### config.mk
export PLATFORM = sky130hd
export DESIGN_NAME = clkcfg_ctrl
export DESIGN_NICKNAME = d
export VERILOG_FILES = /design/src/rtl/clkcfg_pkg.sv /design/src/rtl/clkcfg_strap.sv /design/src/rtl/clkcfg_regs.sv /design/src/rtl/clkcfg_pwr.sv /design/src/rtl/clkcfg_gate.sv /design/src/rtl/clkcfg_ctrl.sv
export SDC_FILE = /design/constraint.sdc
export NUM_CORES = 1
export LEC_CHECK = 0
export BUFFER_PORTS_ARGS = -buffer_cell sky130_fd_sc_hd__buf_2
export CORE_ASPECT_RATIO = 1.2
export CORE_MARGIN = 1.5
export CORE_UTILIZATION = 50
export DETAILED_ROUTE_END_ITERATION = 10
export GPL_TIMING_DRIVEN = 0
export PLACE_DENSITY = 0.77
export SLEW_MARGIN = 20
export SYNTH_ARGS = -nofsm -noshare
export SYNTH_HDL_FRONTEND = slang
export SYNTH_SLANG_ARGS = --single-unit
### constraint.sdc
create_clock -name clk -period 4.5 [get_ports clk]
set_input_delay 0 -clock clk [delete_from_list [all_inputs] [get_ports clk]]
set_output_delay 0 -clock clk [all_outputs]
set_load 0.005 [all_outputs]
### src/rtl/clkcfg_pkg.sv
package clkcfg_pkg;
    localparam int FS_W     = 5;
    localparam int ADDR_W   = 3;
    localparam int DATA_W   = 8;
    localparam int NUM_CPU  = 4;
    localparam int NUM_PCI  = 11;
    localparam int NUM_V66  = 3;
    localparam int NUM_OUT  = NUM_CPU + NUM_PCI + NUM_V66;
    localparam int PCI_LO   = 8;
    localparam int PCI_HI   = NUM_PCI - PCI_LO;
    localparam int SRC_BIT  = 3;
    localparam int CODE_MSB_BIT = 2;
    localparam int STRAP_CYC = 2;
    localparam logic [DATA_W-1:0] LOCK_DEF = 8'd4;

    typedef enum logic [ADDR_W-1:0] {
        A_MODE = 3'd0,
        A_CPU  = 3'd1,
        A_PCIL = 3'd2,
        A_V66  = 3'd3,
        A_PCIH = 3'd4,
        A_LOCK = 3'd5
    } reg_addr_e;

    typedef struct packed {
        logic [DATA_W-1:0]  mode;
        logic [NUM_CPU-1:0] cpu_en;
        logic [NUM_PCI-1:0] pci_en;
        logic [NUM_V66-1:0] v66_en;
        logic [DATA_W-1:0]  lock_wait;
    } cfg_t;

    function automatic logic [FS_W-1:0] pick_code(input cfg_t c, input logic [FS_W-1:0] strap);
        logic [FS_W-1:0] r;
        r = {c.mode[CODE_MSB_BIT], c.mode[DATA_W-1:DATA_W-4]};
        return c.mode[SRC_BIT] ? r : strap;
    endfunction

    function automatic logic [NUM_OUT-1:0] en_vector(input cfg_t c);
        return {c.v66_en, c.pci_en, c.cpu_en};
    endfunction
endpackage

### src/rtl/clkcfg_strap.sv
module clkcfg_strap
    import clkcfg_pkg::*;
#(
    parameter int CYC = STRAP_CYC
) (
    input  logic            clk,
    input  logic            rst,
    input  logic [FS_W-1:0] strap_in,
    output logic [FS_W-1:0] strap_q,
    output logic            done
);
    localparam int CW = $clog2(CYC + 1);
    logic [CW-1:0] cnt;

    always_ff @(posedge clk) begin
        if (rst) begin
            cnt     <= '0;
            done    <= 1'b0;
            strap_q <= '0;
        end else if (!done) begin
            if (cnt == CW'(CYC - 1)) begin
                strap_q <= strap_in;
                done    <= 1'b1;
            end else begin
                cnt <= cnt + 1'b1;
            end
        end
    end

    assert_strap_frozen_R1: assert property (@(posedge clk) disable iff (rst)
        (done && $past(done)) |-> $stable(strap_q));
endmodule

### src/rtl/clkcfg_regs.sv
module clkcfg_regs
    import clkcfg_pkg::*;
(
    input  logic              clk,
    input  logic              rst,
    input  logic              wr_en,
    input  logic [ADDR_W-1:0] wr_addr,
    input  logic [DATA_W-1:0] wr_data,
    input  logic [ADDR_W-1:0] rd_addr,
    output logic [DATA_W-1:0] rd_data,
    output cfg_t              cfg
);
    always_ff @(posedge clk) begin
        if (rst) begin
            cfg.mode      <= '0;
            cfg.cpu_en    <= '1;
            cfg.pci_en    <= '1;
            cfg.v66_en    <= '1;
            cfg.lock_wait <= LOCK_DEF;
        end else if (wr_en) begin
            case (wr_addr)
                A_MODE: cfg.mode                     <= wr_data;
                A_CPU:  cfg.cpu_en                   <= wr_data[NUM_CPU-1:0];
                A_PCIL: cfg.pci_en[PCI_LO-1:0]       <= wr_data[PCI_LO-1:0];
                A_V66:  cfg.v66_en                   <= wr_data[NUM_V66-1:0];
                A_PCIH: cfg.pci_en[NUM_PCI-1:PCI_LO] <= wr_data[PCI_HI-1:0];
                A_LOCK: cfg.lock_wait                <= wr_data;
                default: ;
            endcase
        end
    end

    always_comb begin
        case (rd_addr)
            A_MODE:  rd_data = cfg.mode;
            A_CPU:   rd_data = DATA_W'(cfg.cpu_en);
            A_PCIL:  rd_data = cfg.pci_en[PCI_LO-1:0];
            A_V66:   rd_data = DATA_W'(cfg.v66_en);
            A_PCIH:  rd_data = DATA_W'(cfg.pci_en[NUM_PCI-1:PCI_LO]);
            A_LOCK:  rd_data = cfg.lock_wait;
            default: rd_data = '0;
        endcase
    end

    assert_reserved_inert_R8: assert property (@(posedge clk) disable iff (rst)
        (wr_en && wr_addr >= 3'd6) |=> $stable(cfg));
endmodule

### src/rtl/clkcfg_pwr.sv
module clkcfg_pwr
    import clkcfg_pkg::*;
(
    input  logic              clk,
    input  logic              rst,
    input  logic              pd_n,
    input  logic [DATA_W-1:0] wait_val,
    output logic              pll_en,
    output logic              blocked
);
    logic              s1, s2;
    logic [DATA_W-1:0] lock_cnt;

    always_ff @(posedge clk) begin
        if (rst) begin
            s1 <= 1'b1;
            s2 <= 1'b1;
        end else begin
            s1 <= pd_n;
            s2 <= s1;
        end
    end

    always_ff @(posedge clk) begin
        if (rst) begin
            lock_cnt <= '0;
            blocked  <= 1'b0;
        end else if (!s2) begin
            lock_cnt <= wait_val;
            blocked  <= 1'b1;
        end else if (lock_cnt != '0) begin
            lock_cnt <= lock_cnt - 1'b1;
        end else begin
            blocked <= 1'b0;
        end
    end

    assign pll_en = s2;

    assert_wait_blocks_R7: assert property (@(posedge clk) disable iff (rst)
        (lock_cnt != '0) |-> blocked);
    assert_pd_blocks_R6: assert property (@(posedge clk) disable iff (rst)
        !pll_en |=> blocked);
endmodule

### src/rtl/clkcfg_gate.sv
module clkcfg_gate
    import clkcfg_pkg::*;
#(
    parameter int N = NUM_OUT
) (
    input  logic         clk,
    input  logic         rst,
    input  logic         pd_n,
    input  logic [N-1:0] lvl,
    input  logic [N-1:0] target,
    output logic [N-1:0] gate,
    output logic [N-1:0] gclk
);
    for (genvar i = 0; i < N; i++) begin : g_out
        always_ff @(posedge clk) begin
            if (rst)
                gate[i] <= 1'b0;
            else if (!lvl[i])
                gate[i] <= target[i];
        end
        assign gclk[i] = lvl[i] & gate[i] & pd_n;
    end

    assert_no_runt_R5: assert property (@(posedge clk) disable iff (rst)
        1'b1 |=> ((gate ^ $past(gate)) & $past(lvl)) == '0);
    assert_gate_follows_R4: assert property (@(posedge clk) disable iff (rst)
        1'b1 |=> (gate & $past(~target & ~lvl)) == '0);
endmodule

### src/rtl/clkcfg_ctrl.sv
module clkcfg_ctrl
    import clkcfg_pkg::*;
(
    input  logic               clk,
    input  logic               rst,
    input  logic [FS_W-1:0]    strap_in,
    output logic               pin_oe,
    output logic               strap_done,
    input  logic               wr_en,
    input  logic [ADDR_W-1:0]  wr_addr,
    input  logic [DATA_W-1:0]  wr_data,
    input  logic [ADDR_W-1:0]  rd_addr,
    output logic [DATA_W-1:0]  rd_data,
    input  logic               pd_n,
    input  logic               sel_in,
    output logic               sel24,
    input  logic [NUM_OUT-1:0] clk_lvl,
    output logic [NUM_OUT-1:0] gate_en,
    output logic [NUM_OUT-1:0] gclk,
    output logic [FS_W-1:0]    fs_code,
    output logic               pll_en
);
    cfg_t               cfg;
    logic [FS_W-1:0]    strap_q;
    logic               blocked;
    logic [NUM_OUT-1:0] target;

    clkcfg_strap u_strap (
        .clk(clk), .rst(rst), .strap_in(strap_in),
        .strap_q(strap_q), .done(strap_done)
    );

    clkcfg_regs u_regs (
        .clk(clk), .rst(rst), .wr_en(wr_en), .wr_addr(wr_addr),
        .wr_data(wr_data), .rd_addr(rd_addr), .rd_data(rd_data), .cfg(cfg)
    );

    clkcfg_pwr u_pwr (
        .clk(clk), .rst(rst), .pd_n(pd_n), .wait_val(cfg.lock_wait),
        .pll_en(pll_en), .blocked(blocked)
    );

    assign target = en_vector(cfg) & {NUM_OUT{strap_done & ~blocked}};

    clkcfg_gate u_gate (
        .clk(clk), .rst(rst), .pd_n(pd_n), .lvl(clk_lvl),
        .target(target), .gate(gate_en), .gclk(gclk)
    );

    always_ff @(posedge clk) begin
        if (rst) sel24 <= 1'b0;
        else     sel24 <= sel_in;
    end

    assign pin_oe  = strap_done;
    assign fs_code = pick_code(cfg, strap_q);

    assert_oe_waits_R1: assert property (@(posedge clk) disable iff (rst)
        !strap_done |-> (gate_en == '0));
endmodule

==> results_dict.tcl <==
set metrics [dict create \
    grt_max_degree 13 \
    syn_area_sq_um 3310 \
    cp.required_ps 4780 \
    synth_edf_count 0 \
    ctsResizeCount 0 \
    gp_congestion 0.898 \
    p_switching_uw 576 \
    power_leakage_nw 1.94 \
    pwr-share-comb_pct 26.6 \
    avgSynthCellArea_sq_um 8.74 \
    yosysSeqAreaShare_pct 43.5 \
    dp_hpwl_mm 6.21 \
    wl_per_cell_um 14.9 \
    seqPwrFrac_pct 40.3 \
    crit_arrival_ps 2230 \
    dieHeight_um 92.1 \
    antenna_found_initial 0 \
    syn_inst 379 \
    end_kind "register" \
    first_iter_violations 178 \
    setup_violations 0 \
    vias_per_cell 5.40 \
    startpoint_type "register" \
    ir_worst_vdd_mv 0.257 \
    p_int_mw 1.36 \
    swShare_pct 29.8 \
    grt_setup_unrepaired "no" \
    synth_seq_cells 72 \
    postCtsSetupRepairBufs 0 \
    grt_use_total_pct 26.2 \
    drtPass1Iterations 4 \
    hold_viol_final 0 \
    syn_to_final_growth_pct 34.2 \
    hold_path_class "in2reg" \
    root_buffer "clkbuf_8" \
    placementRows 32 \
    cts_buffers 9 \
    max_freq_mhz 511 \
    die_area_sq_um 7120 \
    clk_pin_slew_ps 70 \
    grt_pass1_vias 3070 \
    power.share.clock_pct 33.1 \
    grt_first_pass_wirelength_mm 14.6 \
    reg2reg_from "u_pwr.lock_cnt[0]" \
    final.setup.tns_ps 0 \
    pin_count 95 \
    diodes 0 \
    clk_path_buf_depth 2 \
    clkSinkCount 72 \
    layout.nets 556 \
    crit_fanout 8 \
    synthFlopType "dfxtp_1" \
    grt-ovfl-total 0 \
    max_slew_margin_pct 43.9 \
    cts.htree.levels 3 \
    power_mw 1.94 \
    startpoint "u_pwr.lock_cnt[0]" \
    status "finished clean" \
    core-area_sq_um 6410 \
    cts_tree "built" \
    drc 0 \
    maxCapViolations 0 \
    p_per_area_nw_per_um2 436 \
    crit_type "reg2reg" \
    yosysWarnings 0 \
    ant_nets 0 \
    period_share_pct 43.5 \
    fp.dieW_um 77.3 \
    hold_ws_ps 70.0 \
    wl_mm 8.99 \
    synthesis.nets 423 \
    slew_violations 0 \
    vias 3249 \
    clk_latency_ps 360 \
    io_buffers 90 \
    drive_above_1_share_pct 25.5 \
    worst_pin_slew_ps 831 \
    skew_ps 7.32 \
    min_period_ps 1960 \
    start_util_pct 51.7 \
    yosysUniqueCellTypes 51 \
    async_flop_share_pct 0 \
    hp-start "pd_n" \
]
-- cells in the mapped netlist (3+ instances only) --
cell | number | area [sq um]
a21oi_1 | 35 | 175
a221oi_1 | 6 | 52.6
a311oi_1 | 3 | 26.3
and3_1 | 19 | 119
clkbuf_1 | 19 | 71.3
dfxtp_1 | 72 | 1440
inv_1 | 8 | 30.0
mux2_2 | 11 | 124
mux2i_1 | 26 | 260
nand2_1 | 74 | 278
nand2b_1 | 3 | 18.8
nand3b_1 | 18 | 135
nor2_1 | 18 | 67.6
nor2b_1 | 4 | 25.0
nor3_1 | 6 | 30.0
nor4bb_1 | 3 | 30.0
o211ai_1 | 3 | 22.5
o21ai_0 | 6 | 30.0
or2_2 | 3 | 18.8
-- critical path, stage by stage, from the launching register on --
cell and delay, ps:
dfxtp_1 340, inv_1 80, ha_1 230, or4b_1 440, clkbuf_2 180, or4_1 520, o221ai_1 80
-- per-layer routing --
metal | share of wire, % | wire (um) | vias up | GRT usage [%]
met3 | 4.2 | 382 | 21 | 3.88
li1 | - | - | 1595 | -
met2 | 51 | 4580 | 94 | 45.9
met1 | 42 | 3790 | 1539 | 30.7
met4 | 2.6 | 233 | 0 | 13.5
met5 | 0 | 0 | - | 0
-- state kept, by name (all words and copies together) (netlist names) --
register and count:
u_gate.gate 18, u_regs.cfg 34, u_pwr.lock_cnt 8, u_strap.done 1, u_strap.cnt 2, u_pwr.s1 1, u_pwr.blocked 1, u_strap.strap_q 5
u_pwr.pll_en 1, sel24 1
-- logic make-up after synthesis --
logic type | Yosys count | synth area share (%)
buf+inv | 34 | 4.69
mux | 37 | 11.6
compound gates | 66 | 12.4
fa+ha+maj | 2 | 0.756
flops | 72 | 43.5
xor+xnor | 3 | 0.794
simple gates | 165 | 26.2
-- final timing paths --
check	cells past startpoint	to	slack, ps
worst min register to register	1	u_pwr.pll_en	410
worst max-delay path	6	u_pwr.lock_cnt[0]	2540
worst max register to register	6	u_pwr.lock_cnt[0]	2540
worst min-delay path	2	u_pwr.s1	70
-- layout make-up --
type / instances / area (sq um)
repair buffers: 122 / 771
fillers: 527 / 1960
flip-flops and latches: 72 / 1440
inverters: 8 / 30.0
multi-input cells: 273 / 1710
clock buffers: 11 / 151
clock inverters: 5 / 103
well taps: 85 / 106
plain buffers: 26 / 125
-- cells in the final DEF, fill, tap and decap left out, types with 8 or more instances in the layout --
master / count
a21oi_1: 35
nor2_1: 18
nand2_1: 74
dlygate4sd3_1: 32
and3_1: 19
mux2_2: 11
buf_2: 92
dfxtp_1: 72
clkbuf_8: 13
nand3b_1: 18
mux2i_1: 26
inv_1: 8
clkbuf_1: 19
-- through the flow --
stage	setup WS (ps)	utilization [%]	cell area, sq um	cells
after floorplan	2710	-	3310	379
after global placement	2590	60.4	3870	554
after detailed placement	2590	60.4	3870	554
after CTS	2540	69.3	4440	602
after global routing	2440	69.3	4440	602
final	2540	69.3	4440	602
-- power by group through the flow --
stage          sequential (mW)  combinational (mW)  clock [mW]
3_3_place_gp             0.788               0.467           0
6_report                 0.780               0.515       0.640
5_1_grt                  0.791               0.568       0.673
4_1_cts                  0.778               0.510       0.646
3_5_place_dp             0.792               0.479           0
2_1_floorplan            0.780               0.343           0
-- what timing repair did --
item                                   4_1_cts  5_1_grt
endpoints found under the hold margin       54        0
setup endpoints to repair                    0        0
hold buffers                                32        0
Note: power is estimated with default switching activity, not from simulation.
